### src/rtl/pwm_shadow_pkg.sv
package pwm_shadow_pkg;
    // bit positions inside the load and mode registers
    localparam int LD_ARM_BIT    = 0;
    localparam int LD_CANCEL_BIT = 1;
    localparam int MODE_IMM_BIT  = 0;

    // decoded control command for the flag logic
    typedef struct packed {
        logic arm;
        logic cancel;
        logic mode_we;
        logic mode_val;
    } ctl_cmd_t;
endpackage

### src/rtl/pwm_shadow_stage.sv
module pwm_shadow_stage #(
    parameter int NSLOT    = 9,
    parameter int DW       = 16,
    parameter int PRSC_W   = 3,
    parameter int PRSC_IDX = 8
) (
    input  logic                       clk,
    input  logic                       rst_n,
    input  logic [NSLOT-1:0]           slot_we,
    input  logic [DW-1:0]              wdata,
    input  logic                       lock_i,
    output logic [NSLOT-1:0][DW-1:0]   stage_o
);
    localparam logic [DW-1:0] PMASK = {{(DW-PRSC_W){1'b0}}, {PRSC_W{1'b1}}};

    typedef struct packed {
        logic [NSLOT-1:0][DW-1:0] word;
    } stage_t;

    stage_t s_d, s_q;
    logic [NSLOT-1:0][DW-1:0] slot_mask;

    for (genvar g = 0; g < NSLOT; g++) begin : g_mask
        if (g == PRSC_IDX) begin : g_prsc
            assign slot_mask[g] = PMASK;
        end else begin : g_full
            assign slot_mask[g] = '1;
        end
    end

    always_comb begin
        s_d = s_q;
        for (int i = 0; i < NSLOT; i++) begin
            if (slot_we[i] && !lock_i) begin
                s_d.word[i] = wdata & slot_mask[i];
            end
        end
    end

    always_ff @(posedge clk or negedge rst_n) begin
        if (!rst_n) s_q <= '0;
        else        s_q <= s_d;
    end

    assign stage_o = s_q.word;


    stage_lock_chk: assert property (@(posedge clk) disable iff (!rst_n)
        lock_i |=> $stable(s_q));


    prsc_width_chk: assert property (@(posedge clk) disable iff (!rst_n)
        (s_q.word[PRSC_IDX] & ~PMASK) == '0);
endmodule

### src/rtl/pwm_shadow_arm.sv
module pwm_shadow_arm
    import pwm_shadow_pkg::*;
(
    input  logic     clk,
    input  logic     rst_n,
    input  ctl_cmd_t cmd_i,
    input  logic     reload_i,
    output logic     armed_o,
    output logic     imm_o,
    output logic     xfer_o
);
    typedef struct packed {
        logic ldok;
        logic imm;
    } arm_t;

    arm_t a_d, a_q;
    logic xfer;

    always_comb begin
        a_d  = a_q;
        xfer = a_q.ldok && !cmd_i.cancel && (a_q.imm || reload_i);
        if (cmd_i.mode_we) a_d.imm = cmd_i.mode_val;
        if (cmd_i.cancel)      a_d.ldok = 1'b0;
        else if (xfer)         a_d.ldok = 1'b0;
        else if (cmd_i.arm)    a_d.ldok = 1'b1;
    end

    always_ff @(posedge clk or negedge rst_n) begin
        if (!rst_n) a_q <= '0;
        else        a_q <= a_d;
    end

    assign armed_o = a_q.ldok;
    assign imm_o   = a_q.imm;
    assign xfer_o  = xfer;


    xfer_clears_chk: assert property (@(posedge clk) disable iff (!rst_n)
        xfer_o |=> !armed_o);


    cancel_clears_chk: assert property (@(posedge clk) disable iff (!rst_n)
        cmd_i.cancel |=> !armed_o);


    cancel_blocks_chk: assert property (@(posedge clk) disable iff (!rst_n)
        cmd_i.cancel |-> !xfer_o);


    no_spurious_arm_chk: assert property (@(posedge clk) disable iff (!rst_n)
        (!armed_o && !cmd_i.arm) |=> !armed_o);


    imm_copy_chk: assert property (@(posedge clk) disable iff (!rst_n)
        (armed_o && imm_o && !cmd_i.cancel) |-> xfer_o);
endmodule

### src/rtl/pwm_shadow_work.sv
module pwm_shadow_work #(
    parameter int NSLOT = 9,
    parameter int DW    = 16
) (
    input  logic                      clk,
    input  logic                      rst_n,
    input  logic                      xfer_i,
    input  logic [NSLOT-1:0][DW-1:0]  stage_i,
    output logic [NSLOT-1:0][DW-1:0]  work_o
);
    typedef struct packed {
        logic [NSLOT-1:0][DW-1:0] word;
    } work_t;

    work_t w_d, w_q;

    always_comb begin
        w_d = w_q;
        if (xfer_i) w_d.word = stage_i;
    end

    always_ff @(posedge clk or negedge rst_n) begin
        if (!rst_n) w_q <= '0;
        else        w_q <= w_d;
    end

    assign work_o = w_q.word;


    work_hold_chk: assert property (@(posedge clk) disable iff (!rst_n)
        !xfer_i |=> $stable(w_q));


    work_copy_chk: assert property (@(posedge clk) disable iff (!rst_n)
        xfer_i |=> (w_q.word == $past(stage_i)));
endmodule

### src/rtl/pwm_shadow_reload.sv
module pwm_shadow_reload
    import pwm_shadow_pkg::*;
#(
    parameter int NUM_CMP = 6,
    parameter int DATA_W  = 16,
    parameter int PRSC_W  = 3,
    parameter int ADDR_W  = 5
) (
    input  logic                      clk,
    input  logic                      rst_n,
    input  logic [ADDR_W-1:0]         bus_addr,
    input  logic [DATA_W-1:0]         bus_wdata,
    input  logic                      bus_we,
    output logic [DATA_W-1:0]         bus_rdata,
    input  logic                      reload_i,
    output logic                      armed_o,
    output logic                      xfer_o,
    output logic [NUM_CMP*DATA_W-1:0] cmp_work_o,
    output logic [DATA_W-1:0]         init_work_o,
    output logic [DATA_W-1:0]         frac_work_o,
    output logic [PRSC_W-1:0]         prsc_work_o
);
    localparam int NSLOT     = NUM_CMP + 3;
    localparam int INIT_IDX  = NUM_CMP;
    localparam int FRAC_IDX  = NUM_CMP + 1;
    localparam int PRSC_IDX  = NUM_CMP + 2;
    localparam int WORK_BASE = 2 ** (ADDR_W - 1);
    localparam logic [ADDR_W-1:0] A_MODE = ADDR_W'(NSLOT);
    localparam logic [ADDR_W-1:0] A_LOAD = ADDR_W'(NSLOT + 1);

    logic [NSLOT-1:0]              slot_we;
    logic [NSLOT-1:0][DATA_W-1:0]  stage;
    logic [NSLOT-1:0][DATA_W-1:0]  work;
    ctl_cmd_t                      cmd;
    logic                          armed;
    logic                          imm;
    logic                          xfer;

    for (genvar g = 0; g < NSLOT; g++) begin : g_dec
        assign slot_we[g] = bus_we && (bus_addr == ADDR_W'(g));
    end

    always_comb begin
        cmd          = '0;
        cmd.mode_we  = bus_we && (bus_addr == A_MODE);
        cmd.mode_val = bus_wdata[MODE_IMM_BIT];
        cmd.arm      = bus_we && (bus_addr == A_LOAD) && bus_wdata[LD_ARM_BIT];
        cmd.cancel   = bus_we && (bus_addr == A_LOAD) && bus_wdata[LD_CANCEL_BIT];
    end

    pwm_shadow_stage #(
        .NSLOT(NSLOT), .DW(DATA_W), .PRSC_W(PRSC_W), .PRSC_IDX(PRSC_IDX)
    ) u_stage (
        .clk(clk), .rst_n(rst_n), .slot_we(slot_we), .wdata(bus_wdata),
        .lock_i(armed), .stage_o(stage)
    );

    pwm_shadow_arm u_arm (
        .clk(clk), .rst_n(rst_n), .cmd_i(cmd), .reload_i(reload_i),
        .armed_o(armed), .imm_o(imm), .xfer_o(xfer)
    );

    pwm_shadow_work #(
        .NSLOT(NSLOT), .DW(DATA_W)
    ) u_work (
        .clk(clk), .rst_n(rst_n), .xfer_i(xfer), .stage_i(stage), .work_o(work)
    );

    always_comb begin
        bus_rdata = '0;
        for (int i = 0; i < NSLOT; i++) begin
            if (bus_addr == ADDR_W'(i))             bus_rdata = stage[i];
            if (bus_addr == ADDR_W'(WORK_BASE + i)) bus_rdata = work[i];
        end
        if (bus_addr == A_MODE) bus_rdata[MODE_IMM_BIT] = imm;
        if (bus_addr == A_LOAD) bus_rdata[LD_ARM_BIT]   = armed;
    end

    for (genvar g = 0; g < NUM_CMP; g++) begin : g_cmp
        assign cmp_work_o[g*DATA_W +: DATA_W] = work[g];
    end

    assign init_work_o = work[INIT_IDX];
    assign frac_work_o = work[FRAC_IDX];
    assign prsc_work_o = work[PRSC_IDX][PRSC_W-1:0];
    assign armed_o     = armed;
    assign xfer_o      = xfer;
endmodule

### config.mk
export PLATFORM = sky130hd
export DESIGN_NAME = pwm_shadow_reload
export DESIGN_NICKNAME = d
export VERILOG_FILES = /design/src/rtl/pwm_shadow_pkg.sv /design/src/rtl/pwm_shadow_stage.sv /design/src/rtl/pwm_shadow_arm.sv /design/src/rtl/pwm_shadow_work.sv /design/src/rtl/pwm_shadow_reload.sv
export SDC_FILE = /design/constraint.sdc
export NUM_CORES = 1
export LEC_CHECK = 0
export BUFFER_PORTS_ARGS = -buffer_cell sky130_fd_sc_hd__buf_2
export CAP_MARGIN = 15
export CORE_AREA = 2 2 194 196
export CTS_BUF_LIST = sky130_fd_sc_hd__clkbuf_8
export DETAILED_ROUTE_END_ITERATION = 8
export DIE_AREA = 0 0 196 198
export GPL_TIMING_DRIVEN = 0
export PLACE_DENSITY = 0.59
export RECOVER_POWER = 25
export SETUP_SLACK_MARGIN = 0.5
export SLEW_MARGIN = 30
export SYNTH_ARGS = -nofsm -noshare
export SYNTH_HDL_FRONTEND = slang
export SYNTH_HIERARCHICAL = 1
export SYNTH_SLANG_ARGS = --single-unit
### constraint.sdc
create_clock -name clk -period 3.37 [get_ports clk]
set_input_delay 0.674 -clock clk [delete_from_list [all_inputs] [get_ports clk]]
set_output_delay 0.674 -clock clk [all_outputs]
set_load 0.01 [all_outputs]
==> flow_summary.json, run 1 <==
{
  "fillCellCount": 3202,
  "wl_per_cell_um": 28.95,
  "synthCells": 1140,
  "ir_drop_v": 0.0002648,
  "die-width_um": 196,
  "yosys_warnings": 6,
  "cts_buffers": 50,
  "clk_latency_ps": 620,
  "route.met2.wl_mm": 26.66,
  "worstSetupPathType": "input pin to output pin",
  "clockRootBuffer": "clkbuf_8",
  "utilization_pct": 52.83,
  "end_kind": "output pin",
  "grt_pass1_vias": 12140,
  "yosysUniqueCellTypes": 77,
  "tritoncts": "yes",
  "fp.dieH_um": 198,
  "postRouteAntennaNets": 0,
  "die_area_um2": 38810,
  "arrival_ps": 2610,
  "overflow": 0,
  "r2r-start": "u_arm/armed_o",
  "gp_congestion": 0.9160,
  "hold_viol": 0,
  "clkSlewWorstSetupHoldPaths_ps": 50,
  "grt_max_degree": 81,
  "synth_top_area_share_pct": 47.99,
  "synth_ff_type": "dfrtp_1",
  "synth_enable_flop_cells": 0,
  "area_delta_synth_final_pct": 35.17,
  "top_layer": "met4",
  "finalCriticalPeriod_ps": 3285,
  "max_freq_mhz": 304.5,
  "synthTopCellsByArea": "dfrtp_1, mux2_4, mux2_2, a21oi_1, buf_6",
  "avgSynthCellArea_um2": 12.67,
  "nets": 1521,
  "gr-usage-all-layers_pct": 29.32,
  "violations": "capacitance limit, slew limit",
  "diodes": 0,
  "drc": 0,
  "drv_cap": 1,
  "final-max-slew-violation-count": 79,
  "fin_crit_sh_pct": 97.47,
  "synth_area_leader_cell": "dfrtp_1",
  "drtIter0Drc": 1263,
  "firstDrtPassIters": 6,
  "r2r_end": "u_work/work_o[136]",
  "path_cells": "buf_12 > or3_4 > nor2_4 > buf_6 > o2bb2ai_4 > a211oi_2 > nor4_2 > o31a_1 > buf_2",
  "power_w": 0.009386,
  "layout-drive-gt1-share_pct": 56.76,
  "synth-seq-cells": 277,
  "start_util_pct": 39.09,
  "grt_pass1_wl_mm": 82.70,
  "core-area_um2": 36960,
  "cts_sinks": 277,
  "pwr_density_cell_nw_per_um2": 480.7,
  "hpwlAfterDp_mm": 38.77,
  "wl_met1_mm": 22.94,
  "drt_wl_total_mm": 58.04,
  "required_ps": 2700,
  "cts_htree_levels": 2,
  "rsz0062_at_grt": "true",
  "worstHoldPathType": "input pin to flip-flop",
  "startpoint_type": "input pin",
  "path_max_fanout": 8,
  "tightest_slew_ps": 1922,
  "rows": 71,
  "crit_end": "bus_rdata[13]",
  "met3_length_mm": 4.757,
  "synth_area_um2": 14450,
  "synth-async-reset-ratio_pct": 100.0,
  "slew_headroom_pct": -28.14,
  "status": "finished, violations left",
  "hold_slack_ps": 451.1,
  "antenna_found_initial": 0,
  "skew_ps": 32.65,
  "final_common_cell": "dfrtp_1",
  "p_leak_nw": 9.661,
  "seq_area_frac_synth_pct": 47.99,
  "vias_per_cell": 5.989,
  "reg2reg_slack_ps": 1080,
  "vias": 12010,
  "final_cell_mix": "dfrtp_1, buf_2, mux2_2",
  "pin_count": 174,
  "r2r_cells": 6,
  "slowest_delay_ps": 400,
  "crit_start": "bus_addr[2]",
  "clk_path_buf_depth": 3,
  "cpMaxStageDelayCell": "or3_4",
  "io_buffers": 172,
  "setup_viol_count_final": 0
}
cells in the mapped netlist, types with 9 or more instances:
| cell | number |
|---|---|
| dfrtp_1 | 277 |
| mux2_2 | 150 |
| mux2_4 | 133 |
| a21oi_1 | 75 |
| nand2_1 | 46 |
| nor2_1 | 45 |
| o21ai_0 | 33 |
| buf_2 | 28 |
| buf_4 | 24 |
| buf_6 | 20 |
| a221oi_1 | 17 |
| a22oi_1 | 17 |
| nor2b_1 | 17 |
| o22ai_1 | 16 |
| nand2b_1 | 14 |
| nand3_1 | 14 |
| nor3_1 | 14 |
| a211oi_1 | 12 |
| mux2i_1 | 12 |
| o211ai_1 | 10 |
| and3_1 | 9 |
| clkbuf_1 | 9 |
worst min-delay path by stage:
stage / startpoint / to / slack, ps / depth (start not counted)
after global placement: u_work/work_o[139] / u_work/work_o[139] / 490 / 1
after detailed placement: u_work/work_o[143] / u_work/work_o[143] / 500 / 1
after floorplan: rst_n / u_arm/armed_o / 380 / 0
after CTS: reload_i / u_arm/armed_o / 420 / 3
final: reload_i / u_arm/armed_o / 450 / 3
after global routing: reload_i / u_arm/armed_o / 430 / 3
layout make-up:
| class | instances | area, um^2 | area share, % |
|---|---|---|---|
| Multi-Input combinational cell | 776 | 7622 | 39.04 |
| Sequential cell | 277 | 6932 | 35.50 |
| Timing Repair Buffer | 292 | 2206 | 11.30 |
| Buffer | 91 | 1117 | 5.723 |
| Clock buffer | 59 | 812.0 | 4.159 |
| Tap cell | 474 | 593.1 | 3.037 |
| Clock inverter | 28 | 206.4 | 1.057 |
| Inverter | 8 | 36.28 | 0.1858 |
per-layer routing:
layer	up-vias	global-route usage (%)
li1	4976	-
met1	6078	37.48
met2	729	46.33
met3	225	6.217
met4	0	16.72
met5	-	0
cells by family after synthesis:
group                  after synthesis  share of synthesized area (%)
other                                1                        0.02596
AO/OA/AOI/OAI                      264                          12.62
buffers and inverters               99                          5.353
multiplexers                       296                          26.51
flip-flops                         277                          47.99
AND/OR/NAND/NOR                    203                          7.510
metrics by stage:
step | setup TNS [ps] | setup WS, ps | instances | cell area [um^2]
2_1_floorplan | 0 | 522.2 | 1152 | 14490
3_3_place_gp | -1021190 | -3636 | 1798 | 15940
3_5_place_dp | -21020 | -570.9 | 1801 | 16040
4_1_cts | 0 | 137.5 | 1985 | 19240
5_1_grt | 0 | 64.36 | 2005 | 19530
6_report | 0 | 85.42 | 2005 | 19530
critical path, delay by kind of cell:
kind | cells | cell delay (ps)
AOI/OAI and AO/OA | 3 | 440
buffers and inverters | 3 | 440
and+or+nand+nor | 3 | 1040
flip-flops by register name, indices dropped and copies added, names as in the netlist:
name	count
u_stage/stage_o	131
u_work/work_o	144
u_arm/armed_o	1
u_arm/imm_o	1
where the power goes:
group	total [W]	switching [W]	internal, W
registers	0.00429	0.000485	0.00380
logic	0.00179	0.000813	0.000977
clock network	0.00331	0.00149	0.00182
total	0.00939	0.00279	0.00660
repair_timing:
| item | CTS | global route |
|---|---|---|
| cloned | 8 | 1 |
| hold buffers | 1 | 0 |
| setup endpoints to repair | 71 | 17 |
| setup buffers | 88 | 19 |
| endpoints found under the hold margin | 43 | 0 |
| resized for setup | 300 | 43 |
| pin swaps | 84 | 45 |
(Power assumes the default switching activity.)
==> run 2: changes to the inputs <==
--- a/config.mk
+++ b/config.mk
@@ -5,12 +5,13 @@
 export SDC_FILE = /design/constraint.sdc
 export NUM_CORES = 1
 export LEC_CHECK = 0
+export ABC_AREA = 1
 export BUFFER_PORTS_ARGS = -buffer_cell sky130_fd_sc_hd__buf_2
 export CAP_MARGIN = 15
-export CORE_AREA = 2 2 194 196
+export CORE_AREA = 2 2 189 191
 export CTS_BUF_LIST = sky130_fd_sc_hd__clkbuf_8
 export DETAILED_ROUTE_END_ITERATION = 8
-export DIE_AREA = 0 0 196 198
+export DIE_AREA = 0 0 191 193
 export GPL_TIMING_DRIVEN = 0
 export PLACE_DENSITY = 0.59
 export RECOVER_POWER = 25
==> run 2 against run 1 <==
Against the previous run:
- the run ends with setup timing left
- sequential power is 18% higher
- maximum frequency down 2.6%
- combinational power rose by 60%
- via count up 11%
- sequential cell count is the same
- final area is 14% lower
- clock power down 5%
- clock skew is 13 ps lower
- non-clock buffer count fell by 68
- sequential share of layout area up 5.6 points
- critical path type unchanged
- critical endpoint is now bus_rdata[7]
- largest cell class is now flip-flops and latches
- largest power group unchanged
==> flow_summary.json, run 2 <==
{
  "worstSetupPathType": "input pin to output pin",
  "synth_ff_type": "dfrtp_1",
  "status": "finished, violations left",
  "clk_path_buf_depth": 3,
  "synth_top_area_share_pct": 50.48,
  "postRouteAntennaNets": 0,
  "dp_slack_ps": -340.9,
  "worstHoldPathType": "input pin to flip-flop",
  "path_max_fanout": 6,
  "drc": 0,
  "area_delta_synth_final_pct": 22.71,
  "skew_ps": 19.43,
  "setup_viol_count_final": 1,
  "grt_max_degree": 85,
  "arrival_ps": 2700,
  "path_cells": "buf_8 > nor2_4 > buf_8 > buf_8 > buf_12 > nand4_1 > nand2_1 > inv_1 > nand4_1 > nand2_1 > nand4_1 > nand2_1 > nand4_1 > nor2_2 > nand4_1 > buf_2",
  "finalCriticalPeriod_ps": 3374,
  "startpoint_type": "input pin",
  "synth_area_leader_cell": "dfrtp_1",
  "ir_drop_v": 0.0002707,
  "die_area_um2": 36860,
  "pin_count": 174,
  "cts_htree_levels": 2,
  "firstDrtPassIters": 5,
  "nets": 2119,
  "fp.dieH_um": 193,
  "cts_buffers": 50,
  "seq_area_frac_synth_pct": 50.48,
  "gp_congestion": 0.8934,
  "layout-drive-gt1-share_pct": 22.26,
  "cpMaxStageDelayCell": "nand4_1",
  "slowest_delay_ps": 220,
  "rsz0062_at_grt": "true",
  "tritoncts": "yes",
  "hold_viol": 0,
  "violations": "setup timing",
  "max_freq_mhz": 296.4,
  "start_util_pct": 39.27,
  "yosysUniqueCellTypes": 26,
  "slew_headroom_pct": 18.14,
  "wl_per_cell_um": 19.64,
  "grt_pass1_vias": 12520,
  "final_common_cell": "nand2_1",
  "diodes": 0,
  "synthCells": 1841,
  "setup_ws_ps": -3.644,
  "synth_area_um2": 13730,
  "drtIter0Drc": 1445,
  "overflow": 0,
  "vias": 13320,
  "largest_register_ffs": 144,
  "synth-seq-cells": 277,
  "synth-async-reset-ratio_pct": 100.0,
  "core-area_um2": 34960,
  "yosys_warnings": 6,
  "antenna_found_initial": 0,
  "tightest_slew_ps": 1228,
  "clk_latency_ps": 600,
  "fin_crit_sh_pct": 100.1,
  "avgSynthCellArea_um2": 7.459,
  "crit_top_cell": "nand4_1",
  "gr-usage-all-layers_pct": 27.69,
  "clkSlewWorstSetupHoldPaths_ps": 60,
  "grt_pass1_wl_mm": 76.11,
  "pwr_density_cell_nw_per_um2": 658.4,
  "die-width_um": 191,
  "setup_tns_ps": -3.644,
  "end_kind": "output pin",
  "required_ps": 2700,
  "final_cell_mix": "nand2_1, dfrtp_1, buf_2",
  "synthTopCellsByCount": "nand2_1, dfrtp_1, nand3_1",
  "synth_enable_flop_cells": 0,
  "hpwlAfterDp_mm": 35.77,
  "fillCellCount": 3595,
  "io_buffers": 158,
  "vias_per_cell": 5.144,
  "rows": 69,
  "yosysMostFrequentCell": "nand2_1",
  "final-max-slew-violation-count": 0,
  "p_leak_nw": 9.392,
  "drv_cap": 0,
  "cts_sinks": 277,
  "drt_wl_total_mm": 50.87,
  "clockRootBuffer": "clkbuf_8",
  "synthTopCellsByArea": "dfrtp_1, nand2_1, nand3_1, nand4_1, nor2_1"
}
==> run 2: changes by cell type in the layout (fill, tap and decap cells not counted), moves of 15 or more <==
cell | before | now
nand2_1 | 32 | 916
mux2_2 | 149 | 0
mux2_4 | 134 | 0
nand3_1 | 12 | 141
nand4_1 | 0 | 77
inv_1 | 22 | 85
nor2_1 | 35 | 97
a21oi_1 | 62 | 18
buf_12 | 33 | 3
buf_4 | 96 | 69
nor2_2 | 0 | 26
o21ai_0 | 26 | 4
buf_6 | 35 | 17
buf_2 | 173 | 188
==> run 2: critical path, delay by kind of cell <==
family | cells | cell delay [ps]
and+or+nand+nor | 10 | 1320
buffers and inverters | 6 | 690
==> run 2: kinds of logic (layout without fill, tap and decap cells) <==
| group | Yosys count | after routing | synth area share, % |
|---|---|---|---|
| buffers and inverters | 210 | 486 | 8.128 |
| AND/OR/NAND/NOR | 1323 | 1323 | 40.16 |
| flip-flops | 277 | 277 | 50.48 |
| other | 1 | 13 | 0.02731 |
| AO/OA/AOI/OAI | 30 | 30 | 1.203 |
==> run 2: worst paths after layout <==
| check | cells past startpoint | slack [ps] | endpoint | from |
|---|---|---|---|---|
| setup / recovery | 16 | -4 | bus_rdata[7] | bus_addr[2] |
| hold / removal | 3 | 330 | u_arm/imm_o | bus_wdata[0] |
| setup reg to reg | 8 | 1680 | u_work/work_o[140] | u_arm/armed_o |
| hold reg to reg | 2 | 470 | u_work/work_o[135] | u_work/work_o[135] |
| max in group asynchronous | 3 | 590 | u_work/work_o[91] | rst_n |
| min in group asynchronous | 2 | 860 | u_work/work_o[37] | rst_n |
==> run 2: through the flow <==
step	util (%)	power, W	hold WS (ps)	instances	instance area (um^2)
4_1_cts	48.07	0.01114	303.2	2587	16810
6_report	48.19	0.01109	325.4	2590	16850
3_3_place_gp	43.31	0.007813	454.6	2472	15140
2_1_floorplan	-	0.006427	378.4	1853	13780
5_1_grt	48.19	0.01173	328.6	2590	16850
3_5_place_dp	43.59	0.007894	459.4	2475	15240
==> run 2: final cells by class <==
cell class,instances,area [um^2],share of cell area (%)
Sequential cell,277,6932,41.14
Multi-Input combinational cell,1366,5983,35.51
Timing Repair Buffer,189,1117,6.631
Buffer,126,925.9,5.495
Clock buffer,65,894.6,5.309
Tap cell,461,576.8,3.423
Inverter,84,329.1,1.953
Clock inverter,22,91.34,0.5421
==> run 2: power by group <==
part / total (W) / switching (W) / internal (W)
Combinational: 0.00287 / 0.00183 / 0.00104
Clock: 0.00316 / 0.00145 / 0.00171
Sequential: 0.00507 / 0.000846 / 0.00422
==> run 2: timing repair <==
action	CTS	global route
setup buffers	23	3
endpoints found under the hold margin	21	0
gates resized for setup	109	31
pin swaps	60	55
endpoints found under the setup margin	16	16
hold buffers	1	0
cloned	1	0
==> run 2: per-layer routing <==
| metal | global-route usage (%) | part of all wire, % | up-vias |
|---|---|---|---|
| met5 | 0 | 0 | - |
| met4 | 10.23 | 3.3 | 0 |
| met3 | 3.891 | 8.1 | 87 |
| met2 | 43.51 | 45 | 611 |
| met1 | 39.05 | 44 | 6387 |
| li1 | - | - | 6239 |
==> run 3: changes to the inputs <==
--- a/config.mk
+++ b/config.mk
@@ -13,6 +13,7 @@
 export DETAILED_ROUTE_END_ITERATION = 8
 export DIE_AREA = 0 0 191 193
 export GPL_TIMING_DRIVEN = 0
+export MAX_ROUTING_LAYER = met4
 export PLACE_DENSITY = 0.59
 export RECOVER_POWER = 25
 export SETUP_SLACK_MARGIN = 0.5
==> constraint.sdc (replaced) <==
create_clock -name clk -period 4.4 [get_ports clk]
set_input_delay 0.88 -clock clk [delete_from_list [all_inputs] [get_ports clk]]
set_output_delay 0.88 -clock clk [all_outputs]
set_load 0.01 [all_outputs]
==> run 3 against run 2 <==
Against the previous run:
- the run ends with capacitance limit, slew limit left
- wire length down 1.4%
- clock power down 26%
- sequential power down 23%
- critical path depth down 1
- register-to-register slack better by 990 ps
- sequential cell count unchanged
- clock-buffer cell count down 4
- via count down 1.8%
- clock skew down 6.2 ps
- non-clock buffer count down 24
- final cell count down 0.89%
- worst setup slack better by 470 ps
- critical endpoint is now bus_rdata[10]
- highest routed layer unchanged
==> flow_summary.json, run 3 (synthesis gave the netlist of run 2 again) <==
{
  "status": "finished, violations left",
  "violations": "capacitance limit, slew limit",
  "overflow": 0,
  "drtIter0Drc": 1242,
  "startpoint_type": "input pin",
  "firstDrtPassIters": 5,
  "vias": 13090,
  "pwr_density_cell_nw_per_um2": 511.8,
  "antenna_found_initial": 0,
  "path_max_fanout": 10,
  "hpwlAfterDp_mm": 35.65,
  "cts_htree_levels": 2,
  "clkPwrFrac_pct": 28.0,
  "fp.dieH_um": 193,
  "slew_headroom_pct": -35.15,
  "clk_latency_ps": 600,
  "crit_top_cell": "nand4_1",
  "rsz0062_at_grt": "true",
  "io_buffers": 158,
  "path_cells": "buf_2 > nor2_1 > buf_6 > buf_6 > nand4_1 > nand2_1 > nor2_2 > nand4_1 > nand2_2 > nand4_1 > nor2_2 > nand4_1 > nand2_1 > nand4_1 > buf_2",
  "instances_no_fill": 2567,
  "worstHoldPathType": "flip-flop to flip-flop",
  "dp_slack_ps": 304.7,
  "p_int_w": 0.005247,
  "skew_ps": 13.22,
  "comb_power_share_pct": 25.7,
  "clk_path_buf_depth": 3,
  "pin_count": 174,
  "postCtsHoldBufs": 0,
  "grt_max_degree": 80,
  "postRouteAntennaNets": 0,
  "final_cell_mix": "nand2_1, dfrtp_1, buf_2",
  "end_kind": "output pin",
  "drc": 0,
  "drv_cap": 1,
  "tritoncts": "yes",
  "p_leak_nw": 9.141,
  "p_sw_share_pct": 37.41,
  "clkSlewWorstSetupHoldPaths_ps": 50,
  "gp_congestion": 0.9224,
  "hold_viol": 0,
  "cpMaxStageDelayCell": "nand4_1",
  "ir_drop_v": 0.0002085,
  "power_w": 0.008383,
  "fin_crit_sh_pct": 89.30,
  "final_common_cell": "nand2_1",
  "dp_cells": 2475,
  "rows": 69,
  "hold_slack_ps": 470.1,
  "start_util_pct": 39.27,
  "pwr-share-seq_pct": 46.3,
  "p_switching_w": 0.003136,
  "grt_pass1_wl_mm": 75.31,
  "cts_buffers": 51,
  "fillCellCount": 3578,
  "core-area_um2": 34960,
  "required_ps": 3520,
  "die_area_um2": 36860,
  "tightest_slew_ps": 2027,
  "gr-usage-all-layers_pct": 28.30,
  "arrival_ps": 3050,
  "cts_sinks": 277,
  "die-width_um": 191,
  "layout-drive-gt1-share_pct": 19.85,
  "final-max-slew-violation-count": 76,
  "setup_ws_ps": 470.9,
  "diodes": 0,
  "setup_viol_count_final": 0,
  "nets": 2096,
  "wl_per_cell_um": 19.55,
  "largest_register_ffs": 144,
  "clockRootBuffer": "clkbuf_8",
  "grt_pass1_vias": 12430,
  "setup_tns_ps": 0,
  "slowest_delay_ps": 230,
  "finalCriticalPeriod_ps": 3929,
  "drt_wl_total_mm": 50.18,
  "max_freq_mhz": 254.5,
  "area_delta_synth_final_pct": 19.28,
  "vias_per_cell": 5.098,
  "worstSetupPathType": "input pin to output pin"
}
[run 3: power groups by stage]
stage                     clock network [W]  registers, W  logic (W)
after floorplan                           0       0.00388    0.00104
after global placement                    0       0.00390    0.00208
after detailed placement                  0       0.00390    0.00214
after CTS                           0.00239       0.00387    0.00215
after global routing                0.00250       0.00396    0.00242
final                               0.00235       0.00388    0.00216
[run 3: final timing paths]
| check | from | endpoint | slack (ps) | cells after the start |
|---|---|---|---|---|
| worst max-delay path | bus_addr[3] | bus_rdata[10] | 470 | 15 |
| worst min-delay path | u_work/work_o[139] | u_work/work_o[139] | 470 | 2 |
| worst max register to register | u_arm/armed_o | u_work/work_o[16] | 2670 | 8 |
| worst min register to register | u_work/work_o[139] | u_work/work_o[139] | 470 | 2 |
| max in group asynchronous | rst_n | u_work/work_o[141] | 1050 | 4 |
| min in group asynchronous | rst_n | u_work/work_o[39] | 830 | 1 |
[run 3: through the flow]
| stage | util [%] | cell area [um^2] |
|---|---|---|
| 2_1_floorplan | - | 13780 |
| 6_report | 46.85 | 16380 |
| 3_5_place_dp | 43.59 | 15240 |
| 3_3_place_gp | 43.31 | 15140 |
| 5_1_grt | 46.85 | 16380 |
| 4_1_cts | 46.54 | 16270 |
[run 3: cell type report]
| cell class | instances | area, um^2 | area share [%] |
|---|---|---|---|
| sequential | 277 | 6932 | 42.32 |
| multi-input combinational | 1366 | 5847 | 35.70 |
| timing repair buffer | 165 | 884.6 | 5.401 |
| buffer | 126 | 864.6 | 5.278 |
| clock buffer | 61 | 839.6 | 5.126 |
| tap | 461 | 576.8 | 3.521 |
| inverter | 84 | 324.1 | 1.978 |
| clock inverter | 27 | 111.4 | 0.6799 |
[run 3: layer usage]
layer	vias to the layer above	wire length (um)	global-route usage (%)
met4	0	1408	9.123
met5	-	0	-
met1	6286	22320	38.49
met2	527	22550	43.52
met3	77	3904	4.380
li1	6197	-	-
[run 3: timing repair]
action	CTS	global route
pin swaps	15	31
gates resized for setup	26	47
setup buffers	2	2
setup endpoints to repair	10	13
[run 3: critical path, delay by kind of cell]
family | cells | cell delay, ps
AND/OR/NAND/NOR | 11 | 1570
buffers and inverters | 4 | 580
